## src/rtl/cmdd_pkg.sv

```systemverilog
package cmdd_pkg;

   localparam logic [7:0] CLS_CTRL    = 8'h01;
   localparam logic [7:0] CLS_ERR     = 8'h02;
   localparam logic [7:0] ERR_UNKNOWN = 8'h02;
   localparam logic [7:0] ERR_BADARG  = 8'h05;
   localparam logic [7:0] POLL_MARK   = 8'h40;

   localparam logic [7:0] OP_AUTOPOLL = 8'h01;
   localparam logic [7:0] OP_TIME_RD  = 8'h03;
   localparam logic [7:0] OP_TIME_WR  = 8'h09;
   localparam logic [7:0] OP_PWRDN    = 8'h0A;
   localparam logic [7:0] OP_SYSRST   = 8'h11;
   localparam logic [7:0] OP_SRVFLAG  = 8'h13;
   localparam logic [7:0] OP_PERIOD   = 8'h14;
   localparam logic [7:0] OP_MASK     = 8'h19;
   localparam logic [7:0] OP_PWRMSG   = 8'h21;

   // longest reply: three header bytes plus four count bytes
   localparam int REP_MAX = 7;
   localparam int REP_LW  = $clog2(REP_MAX + 1);

   typedef struct packed {
      logic        sec_we;
      logic [31:0] sec_val;
      logic        ap_we;
      logic        ap_val;
      logic        per_we;
      logic [7:0]  per_val;
      logic        mask_we;
      logic [15:0] mask_val;
      logic        pwrdn;
      logic        sysrst;
   } upd_t;

   typedef enum logic [2:0] {
      TX_IDLE,
      TX_HOST,
      TX_HDR0,
      TX_HDR1,
      TX_BODY
   } tx_st_t;

endpackage

```

## src/rtl/cmdd_rx.sv

```systemverilog
module cmdd_rx #(
   parameter int ARG_DEPTH = 6,
   parameter int CNT_W     = 5
) (
   input  logic                   clk,
   input  logic                   rst_n,
   input  logic                   accept,
   input  logic [7:0]             in_data,
   input  logic                   in_last,
   input  logic                   clear,
   output logic                   done,
   output logic [7:0]             pkt_cls,
   output logic [7:0]             pkt_cmd,
   output logic [CNT_W-1:0]       pkt_len,
   output logic [ARG_DEPTH*8-1:0] pkt_args
);

   localparam logic [CNT_W-1:0] CNT_MAX = '1;

   logic [CNT_W-1:0] pos_q;
   logic [CNT_W-1:0] pos_inc;

   assign pos_inc = (pos_q == CNT_MAX) ? pos_q : pos_q + CNT_W'(1);

   always_ff @(posedge clk or negedge rst_n) begin
      if (!rst_n) begin
         pos_q   <= '0;
         done    <= 1'b0;
         pkt_len <= '0;
         pkt_cls <= '0;
         pkt_cmd <= '0;
      end else begin
         if (clear) done <= 1'b0;
         if (accept) begin
            if (pos_q == CNT_W'(0)) pkt_cls <= in_data;
            if (pos_q == CNT_W'(1)) pkt_cmd <= in_data;
            if (in_last) begin
               pos_q   <= '0;
               done    <= 1'b1;
               pkt_len <= pos_inc;
            end else begin
               pos_q   <= pos_inc;
            end
         end
      end
   end

   for (genvar g = 0; g < ARG_DEPTH; g++) begin : g_arg
      always_ff @(posedge clk or negedge rst_n) begin
         if (!rst_n) begin
            pkt_args[g*8 +: 8] <= '0;
         end else if (accept && pos_q == CNT_W'(g + 2)) begin
            pkt_args[g*8 +: 8] <= in_data;
         end
      end
   end

endmodule

```

## src/rtl/cmdd_exec.sv

```systemverilog
module cmdd_exec
   import cmdd_pkg::*;
#(
   parameter int ARG_DEPTH = 6,
   parameter int CNT_W     = 5
) (
   input  logic [7:0]             pkt_cls,
   input  logic [7:0]             pkt_cmd,
   input  logic [CNT_W-1:0]       pkt_len,
   input  logic [ARG_DEPTH*8-1:0] pkt_args,
   input  logic [31:0]            sec_now,
   output logic [REP_LW-1:0]      rep_len,
   output logic [REP_MAX*8-1:0]   rep_bytes,
   output upd_t                   upd
);

   logic [CNT_W-1:0] nargs;
   logic [CNT_W-1:0] need;
   logic             known;
   logic [7:0]       a0, a1, a2, a3;
   logic [7:0]       rb [REP_MAX];

   assign nargs = pkt_len - CNT_W'(2);
   assign a0 = pkt_args[7:0];
   assign a1 = pkt_args[15:8];
   assign a2 = pkt_args[23:16];
   assign a3 = pkt_args[31:24];

   always_comb begin
      known = 1'b1;
      need  = '0;
      case (pkt_cmd)
         OP_AUTOPOLL, OP_SRVFLAG, OP_PWRMSG, OP_PERIOD: need = CNT_W'(1);
         OP_TIME_RD, OP_PWRDN, OP_SYSRST:               need = CNT_W'(0);
         OP_TIME_WR:                                    need = CNT_W'(4);
         OP_MASK:                                       need = CNT_W'(2);
         default:                                       known = 1'b0;
      endcase
   end

   always_comb begin
      upd     = '0;
      rep_len = '0;
      for (int i = 0; i < REP_MAX; i++) rb[i] = 8'h00;
      if (pkt_cls == CLS_CTRL && pkt_len >= CNT_W'(2)) begin
         if (!known) begin
            rb[0] = CLS_ERR; rb[1] = ERR_UNKNOWN; rb[2] = CLS_CTRL; rb[3] = pkt_cmd;
            rep_len = REP_LW'(4);
         end else if (nargs != need || (pkt_cmd == OP_PERIOD && a0 == 8'h00)) begin
            rb[0] = CLS_ERR; rb[1] = ERR_BADARG; rb[2] = CLS_CTRL; rb[3] = pkt_cmd;
            rep_len = REP_LW'(4);
         end else begin
            rb[0] = CLS_CTRL; rb[1] = 8'h00; rb[2] = pkt_cmd;
            rep_len = REP_LW'(3);
            case (pkt_cmd)
               OP_TIME_RD: begin
                  rb[3] = sec_now[31:24]; rb[4] = sec_now[23:16];
                  rb[5] = sec_now[15:8];  rb[6] = sec_now[7:0];
                  rep_len = REP_LW'(7);
               end
               OP_TIME_WR: begin
                  upd.sec_we  = 1'b1;
                  upd.sec_val = {a0, a1, a2, a3};
               end
               OP_AUTOPOLL: begin
                  upd.ap_we  = 1'b1;
                  upd.ap_val = (a0 != 8'h00);
               end
               OP_PERIOD: begin
                  upd.per_we  = 1'b1;
                  upd.per_val = a0;
               end
               OP_MASK: begin
                  upd.mask_we  = 1'b1;
                  upd.mask_val = {a0, a1};
               end
               OP_PWRDN:  upd.pwrdn  = 1'b1;
               OP_SYSRST: upd.sysrst = 1'b1;
               default: ;
            endcase
         end
      end
   end

   for (genvar g = 0; g < REP_MAX; g++) begin : g_pack
      assign rep_bytes[g*8 +: 8] = rb[g];
   end

endmodule

```

## src/rtl/cmdd_tx.sv

```systemverilog
module cmdd_tx
   import cmdd_pkg::*;
(
   input  logic                 clk,
   input  logic                 rst_n,
   input  logic                 load,
   input  logic [REP_LW-1:0]    load_len,
   input  logic [REP_MAX*8-1:0] load_bytes,
   input  logic                 ap_en,
   input  logic                 poll_valid,
   output logic                 poll_ready,
   input  logic [7:0]           poll_data,
   input  logic                 poll_last,
   output logic                 out_valid,
   input  logic                 out_ready,
   output logic [7:0]           out_data,
   output logic                 out_last,
   output logic                 tx_idle
);

   tx_st_t            st_q;
   logic [7:0]        buf_q [REP_MAX];
   logic [REP_LW-1:0] idx_q;
   logic [REP_LW-1:0] len_q;

   always_ff @(posedge clk or negedge rst_n) begin
      if (!rst_n) begin
         st_q  <= TX_IDLE;
         idx_q <= '0;
         len_q <= '0;
         for (int i = 0; i < REP_MAX; i++) buf_q[i] <= 8'h00;
      end else begin
         case (st_q)
            TX_IDLE: begin
               if (load) begin
                  for (int i = 0; i < REP_MAX; i++) buf_q[i] <= load_bytes[i*8 +: 8];
                  idx_q <= '0;
                  len_q <= load_len;
                  if (load_len != '0) st_q <= TX_HOST;
               end else if (poll_valid && ap_en) begin
                  st_q <= TX_HDR0;
               end
            end
            TX_HOST: begin
               if (out_ready) begin
                  if (idx_q == len_q - REP_LW'(1)) st_q <= TX_IDLE;
                  else idx_q <= idx_q + REP_LW'(1);
               end
            end
            TX_HDR0: if (out_ready) st_q <= TX_HDR1;
            TX_HDR1: if (out_ready) st_q <= TX_BODY;
            TX_BODY: if (poll_valid && out_ready && poll_last) st_q <= TX_IDLE;
            default: st_q <= TX_IDLE;
         endcase
      end
   end

   always_comb begin
      out_valid  = 1'b0;
      out_data   = 8'h00;
      out_last   = 1'b0;
      poll_ready = 1'b0;
      case (st_q)
         TX_IDLE: poll_ready = !ap_en && !load;
         TX_HOST: begin
            out_valid = 1'b1;
            out_data  = buf_q[idx_q];
            out_last  = (idx_q == len_q - REP_LW'(1));
         end
         TX_HDR0: begin
            out_valid = 1'b1;
            out_data  = 8'h00;
         end
         TX_HDR1: begin
            out_valid = 1'b1;
            out_data  = POLL_MARK;
         end
         TX_BODY: begin
            out_valid  = poll_valid;
            out_data   = poll_data;
            out_last   = poll_last;
            poll_ready = out_ready;
         end
         default: ;
      endcase
   end

   assign tx_idle = (st_q == TX_IDLE);

endmodule

```

## src/rtl/cmd_dispatch.sv

```systemverilog
module cmd_dispatch
   import cmdd_pkg::*;
#(
   parameter int          ARG_DEPTH    = 6,
   parameter logic [7:0]  RESET_PERIOD = 8'd20,
   parameter logic [15:0] RESET_MASK   = 16'hFFFF
) (
   input  logic        clk,
   input  logic        rst_n,
   input  logic        sec_tick,
   input  logic        in_valid,
   output logic        in_ready,
   input  logic [7:0]  in_data,
   input  logic        in_last,
   output logic        out_valid,
   input  logic        out_ready,
   output logic [7:0]  out_data,
   output logic        out_last,
   input  logic        poll_valid,
   output logic        poll_ready,
   input  logic [7:0]  poll_data,
   input  logic        poll_last,
   output logic        autopoll_en,
   output logic [7:0]  poll_period_ms,
   output logic [15:0] poll_mask,
   output logic [31:0] seconds,
   output logic        pwrdn_req,
   output logic        sysrst_req
);

   // one spare bit so an overlong packet saturates well above any legal length
   localparam int CNT_W = $clog2(ARG_DEPTH + 3) + 1;

   if (ARG_DEPTH < 4) begin : g_bad_depth
      $error("ARG_DEPTH must hold the longest argument list (4)");
   end
   if (RESET_PERIOD == 8'd0) begin : g_bad_period
      $error("RESET_PERIOD must be nonzero");
   end

   logic                   done;
   logic                   load;
   logic                   tx_idle;
   logic [7:0]             pkt_cls;
   logic [7:0]             pkt_cmd;
   logic [CNT_W-1:0]       pkt_len;
   logic [ARG_DEPTH*8-1:0] pkt_args;
   logic [REP_LW-1:0]      rep_len;
   logic [REP_MAX*8-1:0]   rep_bytes;
   upd_t                   upd;

   assign load     = done && tx_idle;
   assign in_ready = tx_idle && !done;

   cmdd_rx #(.ARG_DEPTH(ARG_DEPTH), .CNT_W(CNT_W)) u_rx (
      .clk      (clk),
      .rst_n    (rst_n),
      .accept   (in_valid && in_ready),
      .in_data  (in_data),
      .in_last  (in_last),
      .clear    (load),
      .done     (done),
      .pkt_cls  (pkt_cls),
      .pkt_cmd  (pkt_cmd),
      .pkt_len  (pkt_len),
      .pkt_args (pkt_args)
   );

   cmdd_exec #(.ARG_DEPTH(ARG_DEPTH), .CNT_W(CNT_W)) u_exec (
      .pkt_cls   (pkt_cls),
      .pkt_cmd   (pkt_cmd),
      .pkt_len   (pkt_len),
      .pkt_args  (pkt_args),
      .sec_now   (seconds),
      .rep_len   (rep_len),
      .rep_bytes (rep_bytes),
      .upd       (upd)
   );

   cmdd_tx u_tx (
      .clk        (clk),
      .rst_n      (rst_n),
      .load       (load),
      .load_len   (rep_len),
      .load_bytes (rep_bytes),
      .ap_en      (autopoll_en),
      .poll_valid (poll_valid),
      .poll_ready (poll_ready),
      .poll_data  (poll_data),
      .poll_last  (poll_last),
      .out_valid  (out_valid),
      .out_ready  (out_ready),
      .out_data   (out_data),
      .out_last   (out_last),
      .tx_idle    (tx_idle)
   );

   always_ff @(posedge clk or negedge rst_n) begin
      if (!rst_n) begin
         seconds <= '0;
      end else if (load && upd.sec_we) begin
         seconds <= upd.sec_val;
      end else if (sec_tick) begin
         seconds <= seconds + 32'd1;
      end
   end

   always_ff @(posedge clk or negedge rst_n) begin
      if (!rst_n) begin
         autopoll_en    <= 1'b0;
         poll_period_ms <= RESET_PERIOD;
         poll_mask      <= RESET_MASK;
         pwrdn_req      <= 1'b0;
         sysrst_req     <= 1'b0;
      end else begin
         pwrdn_req  <= load && upd.pwrdn;
         sysrst_req <= load && upd.sysrst;
         if (load && upd.ap_we)   autopoll_en    <= upd.ap_val;
         if (load && upd.per_we)  poll_period_ms <= upd.per_val;
         if (load && upd.mask_we) poll_mask      <= upd.mask_val;
      end
   end

endmodule

```

## config.mk

```make
export PLATFORM = sky130hd
export DESIGN_NAME = cmd_dispatch
export DESIGN_NICKNAME = d
export VERILOG_FILES = /design/src/rtl/cmdd_pkg.sv /design/src/rtl/cmdd_rx.sv /design/src/rtl/cmdd_exec.sv /design/src/rtl/cmdd_tx.sv /design/src/rtl/cmd_dispatch.sv
export SDC_FILE = /design/constraint.sdc
export NUM_CORES = 1
export LEC_CHECK = 0
export CAP_MARGIN = 20
export CORE_MARGIN = 1
export CORE_UTILIZATION = 55
export CTS_BUF_LIST = sky130_fd_sc_hd__clkbuf_16
export DETAILED_ROUTE_END_ITERATION = 16
export HOLD_SLACK_MARGIN = 0.03
export PLACE_DENSITY = 0.79
export SETUP_SLACK_MARGIN = 0.1
export SLEW_MARGIN = 40
export SYNTH_ARGS = -nofsm -noshare
export SYNTH_HDL_FRONTEND = slang
export SYNTH_SLANG_ARGS = --single-unit
```

## constraint.sdc

```tcl
create_clock -name clk -period 3.2 [get_ports clk]
set_input_delay 0.32 -clock clk [delete_from_list [all_inputs] [get_ports clk]]
set_output_delay 0.32 -clock clk [all_outputs]
set_load 0.005 [all_outputs]
```

* Yosys cells after proc, flatten, opt, wreduce, memory -nomap -nowiden
Cells that the tools add are included.
Storage, ports and cells: flip-flop bits (word level) 183, output and inout port bits 71, word-level logic and storage cells 151
Cells by class: mux-type cells 48, bitwise gates (word level) 1, equal/unequal tests 31, reduce and logical (&&, ||, !) cells 39, $add $sub $neg 5, order comparisons 2
Operator list (number):
- 63-bit two-way mux | 3
- 32-bit two-way mux | 3
- 56-bit two-way mux | 1
- 26-bit two-way mux | 2
- 24-bit two-way mux | 2
- 3-bit two-way mux | 15
- 33-bit two-way mux | 1
- 32-bit by 1-bit adder with 32-bit output (second input constant) | 1
- 8-bit by 5-bit == test with 1-bit output (second input constant) | 4
- 8-bit binary-select mux with 3-bit select | 1
- 8-bit one-hot mux with 3 select lines | 1
- 1-bit logical AND | 19
- 17-bit two-way mux | 1
- 8-bit by 1-bit == test with 1-bit output (second input constant) | 2
- 8-bit by 4-bit == test with 1-bit output (second input constant) | 2
- 8-bit two-way mux | 2
- 3-bit one-hot mux with 5 select lines | 1
- 5-bit by 2-bit == test with 1-bit output (second input constant) | 2
- 5-bit by 3-bit == test with 1-bit output (second input constant) | 2
- 5-bit two-way mux | 2
- 2-bit != test (second input constant) | 5
- 9-bit two-way mux | 1
- 3-bit one-hot mux with 3 select lines | 1
- 9-bit OR reduction | 1
- other kinds (35) | 51

* Longest topological paths before layout
Gate-level depths: netlist of the first run.
depth in word-level cells 12, gate-level depth with buffers 9

* Modules after synthesis
A second synthesis of the first run with hierarchy kept.
Second synthesis, totals: cells, all modules 1023, area total of the unflattened synthesis 11230.8 sq um
By module, submodules not included:
- cmdd_tx | sequential area each 1626.6 sq um, area each 3254.4 sq um, times used 1, cells an instance 255
- cmdd_rx | sequential area each 1876.8 sq um, area each 3059.2 sq um, times used 1, cells an instance 194
- cmd_dispatch | sequential area each 1498.9 sq um, area each 2935.3 sq um, times used 1, cells an instance 277
- cmdd_exec | sequential area each 0.0 sq um, area each 1981.9 sq um, times used 1, cells an instance 297

* Worst setup path before layout of the first run
Ideal clock, no wire load.
path type reg2reg, start register u_rx.pkt_len[1], end register poll_mask[10], cell stages (with the launch flop) 10, setup slack 0.659 ns, setup time 0.085 ns, period minus slack after synthesis 2.541 ns, data arrival time 2.456 ns, path buffers 1, path through dfrtp_1 > inv_1 > ha_1 > or2_2 > o31ai_1 > o221a_2 > o211ai_2 > nor4_4 > buf_6 > mux2_1
On the way: cells in the longest elaborated chain, start to end 7, elaborated cells between the ends (all ways) 9, classes of those cells 1 x add/sub; 1 x order compare; 1 x eq/ne; 3 x mux; 3 x reduce/logical
RTL lines:
- start, declared | RTL line cmdd_rx.sv:14 | output logic [CNT_W-1:0] pkt_len,
- start signal, assigned | RTL line cmdd_rx.sv:40 | pkt_len <= pos_inc;
- 5-bit by 2-bit subtractor with 5-bit output | RTL line cmdd_exec.sv:23 | assign nargs = pkt_len - CNT_W'(2);
- 5-bit by 3-bit != test with 1-bit output | RTL line cmdd_exec.sv:49 | end else if (nargs != need || (pkt_cmd == OP_PERIOD && a0 == 8'h00)) begin
- 1-bit logical OR | RTL line cmdd_exec.sv:49
- 63-bit two-way mux | RTL line cmdd_exec.sv:49
- 63-bit two-way mux | RTL line cmdd_exec.sv:46 | if (!known) begin
- 63-bit two-way mux (*) | RTL line cmdd_exec.sv:45 | if (pkt_cls == CLS_CTRL && pkt_len >= CNT_W'(2)) begin
- 1-bit logical AND | RTL line cmd_dispatch.sv:120 | if (load && upd.mask_we) poll_mask <= upd.mask_val;
- end signal, assigned | RTL line cmd_dispatch.sv:120
- end, declared | RTL line cmd_dispatch.sv:25 | output logic [15:0] poll_mask,
Mark *: on every way between the ends. The rest lies on a longest branch, timed or not. A chain may end at the register's enable or synchronous reset.

* Worst setup path after layout of the first run
start register u_tx.idx_q[0], end output out_data[4]
On the way: cells in the longest elaborated chain, start to end 5
RTL lines:
- start, declared | RTL line cmdd_tx.sv:23 | logic [REP_LW-1:0] idx_q;
- start signal, assigned | RTL line cmdd_tx.sv:47 | else idx_q <= idx_q + REP_LW'(1);
- 3-bit NOT with 4-bit output (not written as such) | RTL line cmdd_tx.sv:67 | out_data = buf_q[idx_q];
- 8-bit binary-select mux with 3-bit select | RTL line cmdd_tx.sv:67
- 8-bit two-way mux (not written as such) (2 in a row) | RTL line cmdd_tx.sv:67
- 8-bit one-hot mux with 3 select lines | RTL line cmdd_tx.sv:63 | case (st_q)
- end, declared | RTL line cmd_dispatch.sv:17 | output logic [7:0] out_data,
No other way between the ends. The select of a mux whose other input is x is not followed.

==> flow_metrics.env, run 1 <==
export IMPL_clkTransAtPathRegs_ns=0.06
export IMPL_pwr_share_clk=0.297
export IMPL_avgSynthCellArea_um2=12.0
export IMPL_dr_first_iter_drc_count=413
export IMPL_coreArea_um2=14500
export IMPL_fmax_ghz=0.342
export IMPL_drv_cap=0
export IMPL_clk_insertion_delay_late_ns=0.43
export IMPL_setup_viol=0
export IMPL_hold_viol_final=0
export IMPL_cts_root_buf="clkbuf_16"
export IMPL_placed_area_um2=9350
export IMPL_fillCellCount=1057
export IMPL_fin_cells=971
export IMPL_outcome="finished, final reports clean"
export IMPL_required_ns=2.88
export IMPL_numCtsBuffers=17
export IMPL_cts_sinks=169
export IMPL_finClkSkew_ns=0.00927
export IMPL_die_y_um=124
export IMPL_synth_area_leaders="dfrtp_1, mux2_2, dfstp_2, mux2_1, a22o_1"
export IMPL_worstSetupPathType="reg -> out"
export IMPL_tightest_slew_ns=0.691
export IMPL_seqCellArea_um2=4250
export IMPL_yosysSeqAreaShare=0.520
export IMPL_crit_fanout=14
export IMPL_final_nets=805
export IMPL_postCtsSetupRepairBufs=0
export IMPL_whs_ns=0.477
export IMPL_cts_htree_levels=4
export IMPL_fp_dieArea_um2=15300
export IMPL_fin_area_um2=9950
export IMPL_wl_mm=19.9
export IMPL_start_kind="flop"
export IMPL_grt_overflow=0
export IMPL_initial_core_util=0.562
export IMPL_die_width_um=124
export IMPL_detail_route_antenna_nets=0
export IMPL_wl_per_cell_um=20.5
export IMPL_synthArstFlopShare=1.00
export IMPL_ios=95
export IMPL_ctsLongestPathBuffers=2
export IMPL_dp_hpwl_mm=13.9
export IMPL_arrival_ns=2.61
export IMPL_p_total_mw=6.85
export IMPL_detail_route_vias_per_cell=6.10
export IMPL_wl_met2_mm=9.34
export IMPL_grt_pass1_vias=5793
export IMPL_topRoutingLayerUsed="met4"
export IMPL_grt_usage=0.283
export IMPL_post_route_period_util=0.915
export IMPL_synth_edf_count=0
export IMPL_num_rows=44
export IMPL_post_synth_top_area_cell="dfrtp_1"
export IMPL_fin_crit_ns=2.93
export IMPL_antenna_found_initial=0
export IMPL_dr_pass1_iters=5
export IMPL_drive_gt1_frac=0.201
export IMPL_pwr_share_comb=0.248
export IMPL_finalWorstSetupSlack_ns=0.272
export IMPL_synth_main_ff_cell="dfrtp_1"
export IMPL_ys_ff_latch=169
export IMPL_gp_congestion=0.886
export IMPL_powerDensity_nw_per_um2=688
export IMPL_ys_warn_count=0
export IMPL_setup_tns_ns=0
export IMPL_io_buffers=94
export IMPL_dp_cells=938
export IMPL_cts_tree="built"
export IMPL_routed_wl_met3_mm=1.11
export IMPL_drc=0
export IMPL_vias=5927
export IMPL_hold_path_class="reg -> reg"
export IMPL_synth_cell_types=64
export IMPL_place_ws_ns=0.214
export IMPL_synthesis_nets=710
export IMPL_drv_slew=0
export IMPL_grt_max_degree=88
export IMPL_multiInputGateArea_um2=3750
export IMPL_area_growth_pct=21.9
export IMPL_grt_pass1_wl_mm=31.8
export IMPL_netlist_instances=679
export IMPL_rsz0062_at_grt="true"
export IMPL_ir_drop_mv=0.414
export IMPL_p_sw_frac=0.328
export IMPL_switchingPower_mw=2.25
export IMPL_worst_setup_path_end_kind="output port"
export IMPL_fin_util=0.685
export IMPL_antenna_cells=0
export IMPL_wl_met1_mm=8.91
export IMPL_synth_top_area_frac=0.463
export IMPL_slew_headroom=0.539
export IMPL_netlist_area_um2=8170
export IMPL_internal_power_mw=4.61
export IMPL_power_frac_seq=0.455
export IMPL_leakagePower_nw=4.48
critical path, cell delays in order (launching register included):
cell and delay, ns:
dfrtp_1 0.67, nor2b_2 0.39, nand2_1 0.08, o21ai_0 0.15
a22o_1 0.20, a22oi_1 0.06, nor2_1 0.12, clkdlybuf4s50_1 0.50
area by class of cell:
cell class                 instances  share of cell area
clock inverter                    15              0.0157
clock buffer                      17              0.0427
inverter                          11             0.00415
timing repair buffer             110               0.110
sequential                       169               0.427
tap                              184              0.0231
multi-input combinational        465               0.377
cells by family after synthesis:
| kind of cell | share of synthesized area |
|---|---|
| AO/OA/AOI/OAI | 0.109 |
| XOR/XNOR | 0.0386 |
| adder cells (fa/ha/maj) | 0.0107 |
| buffers and inverters | 0.0233 |
| flip-flops | 0.520 |
| multiplexers | 0.175 |
| AND/OR/NAND/NOR | 0.124 |
flip-flops by register name, indices dropped and copies added (netlist names):
register and flops:
u_tx.buf_q 43, u_rx.done 1, seconds 32, u_rx.pkt_args 32, u_rx.pos_q 5, u_rx.pkt_cls 8
poll_mask 16, sysrst_req 1, autopoll_en 1, u_rx.pkt_cmd 8, pwrdn_req 1, u_tx.len_q 2
u_tx.st_q 3, u_tx.idx_q 3, poll_period_ms 8, u_rx.pkt_len 5
per-layer routing:
metal  track usage  vias to the layer above
met2         0.434                      206
met5             0                        -
met1         0.391                     2976
met4         0.121                        0
met3        0.0591                       41
li1              -                     2704
final timing paths:
check,startpoint,endpoint,slack (ns),cells after the start
min in group asynchronous,rst_n,seconds[15],0.50,2
max in group asynchronous,rst_n,poll_mask[14],1.81,3
min reg2reg,u_tx.buf_q[32],u_tx.buf_q[32],0.48,2
min,u_tx.buf_q[32],u_tx.buf_q[32],0.48,2
max reg2reg,u_rx.pkt_len[1],poll_mask[2],0.30,9
max,u_tx.idx_q[0],out_data[4],0.27,7
power groups by stage:
stage	logic (mW)	clock network (mW)	registers (mW)
after global placement	1.60	0	3.10
after floorplan	1.30	0	2.81
after global routing	1.88	2.14	3.18
after detailed placement	1.66	0	3.14
final	1.70	2.04	3.12
after CTS	1.69	2.06	3.11
layout by cell type (no fill, tap or decap), drive strengths merged, types with 18 or more instances in the layout:
master,count
clkbuf,18
a22o,40
dfrtp,151
xnor2,23
nand4,18
clkdlybuf4s50,93
dfstp,18
nand2,54
nor2,30
mux2,109
synthesized netlist by cell type, types with 13 or more instances:
master	instances
dfrtp_1	151
mux2_2	73
nand2_1	54
a22o_1	40
mux2_1	35
nor2_1	29
xnor2_1	23
clkbuf_1	21
dfstp_2	18
nand4_1	17
o21ai_0	16
mux2i_1	15
nand3_1	14
a21oi_1	13
nor3_1	13
xor2_1	13
timing repair:
item,4_1_cts,5_1_grt
setup endpoints to repair,0,23
hold buffers,1,0
hold endpoints to repair,74,0
gates resized for setup,0,2
No activity file was read; power rests on OpenSTA's default activity.
==> run 2, diff against run 1 <==
--- a/config.mk
+++ b/config.mk
@@ -10,8 +10,10 @@
 export CORE_UTILIZATION = 55
 export CTS_BUF_LIST = sky130_fd_sc_hd__clkbuf_16
 export DETAILED_ROUTE_END_ITERATION = 16
+export DONT_BUFFER_PORTS = 1
+export GPL_ROUTABILITY_DRIVEN = 1
 export HOLD_SLACK_MARGIN = 0.03
-export PLACE_DENSITY = 0.79
+export PLACE_DENSITY = 0.7
 export SETUP_SLACK_MARGIN = 0.1
 export SLEW_MARGIN = 40
 export SYNTH_ARGS = -nofsm -noshare
==> flow_metrics.env, run 2 (synthesis results as in run 1) <==
export IMPL_p_total_mw=6.51
export IMPL_powerDensity_nw_per_um2=722
export IMPL_start_kind="flop"
export IMPL_fin_util=0.621
export IMPL_place_ws_ns=0.450
export IMPL_required_ns=3.51
export IMPL_wl_per_cell_um=22.0
export IMPL_hold_path_class="in -> async"
export IMPL_multiInputGateArea_um2=3740
export IMPL_outcome="finished, violations left"
export IMPL_grt_use_met3=0.0668
export IMPL_finalWorstSetupSlack_ns=0.449
export IMPL_final_cell_mix="dfrtp_1, mux2_2, nand2_1"
export IMPL_setup_viol=0
export IMPL_worst_setup_path_end_kind="flop"
export IMPL_grt_max_degree=170
export IMPL_drv_slew=0
export IMPL_initial_core_util=0.562
export IMPL_vias=5578
export IMPL_ctsLongestPathBuffers=2
export IMPL_final_common_cell="dfrtp_1"
export IMPL_finClkSkew_ns=0.0132
export IMPL_grt_pass1_vias=5539
export IMPL_rsz0062_at_grt="false"
export IMPL_gp_congestion=0.852
export IMPL_use_met2=0.424
export IMPL_pwr_share_comb=0.221
export IMPL_pwr_share_clk=0.303
export IMPL_clk_insertion_delay_late_ns=0.43
export IMPL_die_width_um=124
export IMPL_regMostFlops="u_tx.buf_q"
export IMPL_dp_hpwl_mm=13.3
export IMPL_cp_startpoint="u_rx.pkt_len[1]"
export IMPL_area_growth_pct=10.4
export IMPL_largest_reg_flops=43
export IMPL_fin_cells=883
export IMPL_dr_first_iter_drc_count=312
export IMPL_cts_sinks=169
export IMPL_setup_tns_ns=0
export IMPL_ios=95
export IMPL_coreArea_um2=14500
export IMPL_crit_fanout=13
export IMPL_die_y_um=124
export IMPL_drv_cap=0
export IMPL_cts_htree_levels=4
export IMPL_num_rows=44
export IMPL_fin_area_um2=9020
export IMPL_wl_mm=19.4
export IMPL_io_buffers=0
export IMPL_leakagePower_nw=4.15
export IMPL_worstSetupPathType="reg -> reg"
export IMPL_met1_usage=0.369
export IMPL_drc=0
export IMPL_cts_root_buf="clkbuf_16"
export IMPL_slew_headroom=0.552
export IMPL_whs_ns=-0.410
export IMPL_fp_dieArea_um2=15300
export IMPL_drive_gt1_frac=0.227
export IMPL_postCtsSetupRepairBufs=0
export IMPL_final_nets=717
export IMPL_top_regs="u_tx.buf_q (43), seconds (32), u_rx.pkt_args (32)"
export IMPL_antenna_found_initial=0
export IMPL_ctsHoldBuffers=8
export IMPL_grt_usage=0.274
export IMPL_violations="hold timing"
export IMPL_seqCellArea_um2=4250
export IMPL_arrival_ns=3.06
export IMPL_switchingPower_mw=2.18
export IMPL_power_frac_seq=0.476
export IMPL_fin_crit_ns=2.75
export IMPL_dp_cells=843
export IMPL_detail_route_vias_per_cell=6.32
export IMPL_reg2reg_from="u_rx.pkt_len[1]"
export IMPL_ir_drop_mv=0.444
export IMPL_detail_route_antenna_nets=0
export IMPL_clkTransAtPathRegs_ns=0.07
export IMPL_tightest_slew_ns=0.665
export IMPL_fmax_ghz=0.363
export IMPL_grt_overflow=0
export IMPL_numCtsBuffers=17
export IMPL_p_sw_frac=0.335
export IMPL_grt_busiest_layer="met2"
export IMPL_dr_pass1_iters=5
export IMPL_placed_area_um2=8370
export IMPL_antenna_cells=0
export IMPL_cts_tree="built"
export IMPL_post_route_period_util=0.860
export IMPL_cts_resized_gates=0
export IMPL_grt_pass1_wl_mm=30.7
export IMPL_fillCellCount=1155
export IMPL_internal_power_mw=4.33
export IMPL_hold_viol_final=169
## run 2: path summary, 6_finish.rpt
kind                                endpoint  slack (ns)  cells past startpoint
max in group asynchronous      poll_mask[14]        3.28                      0
min in group clk           u_rx.pkt_args[30]        0.04                      1
hold / removal                u_tx.buf_q[11]       -0.41                      0
setup reg to reg           poll_period_ms[5]        0.45                     10
setup / recovery           poll_period_ms[5]        0.45                     10
hold reg to reg               u_tx.buf_q[32]        0.47                      2
## run 2: per-layer routing
layer  wire length, µm  vias to the layer above  share of wire
met5                 0                        -              0
met4               507                        0          0.026
met3              1480                       35          0.076
met2              8970                      212           0.46
met1              8440                     2811           0.43
li1                  -                     2520              -
## run 2: power groups by stage
stage / Clock, mW / Sequential [mW] / Combinational [mW]
after floorplan: 0 / 2.81 / 1.30
final: 1.97 / 3.10 / 1.44
after detailed placement: 0 / 3.12 / 1.42
after global routing: 2.09 / 3.16 / 1.61
after global placement: 0 / 3.09 / 1.36
after CTS: 2.01 / 3.08 / 1.44
## run 2: layout make-up
class	count	share of cell area
Clock buffer	17	0.0472
Timing Repair Buffer	22	0.0205
Sequential cell	169	0.471
Inverter	11	0.00458
Multi-Input combinational cell	465	0.415
Clock inverter	15	0.0157
Tap cell	184	0.0255
## run 2: worst max-delay path: stages, from the launching register on
cell      delay (ns)
dfrtp_1         0.45
inv_1           0.07
ha_1            0.22
or2_2           0.31
o31ai_1         0.21
o221a_2         0.28
o211ai_2        0.13
buf_4           0.23
nor3_2          0.18
buf_4           0.21
mux2_2          0.35
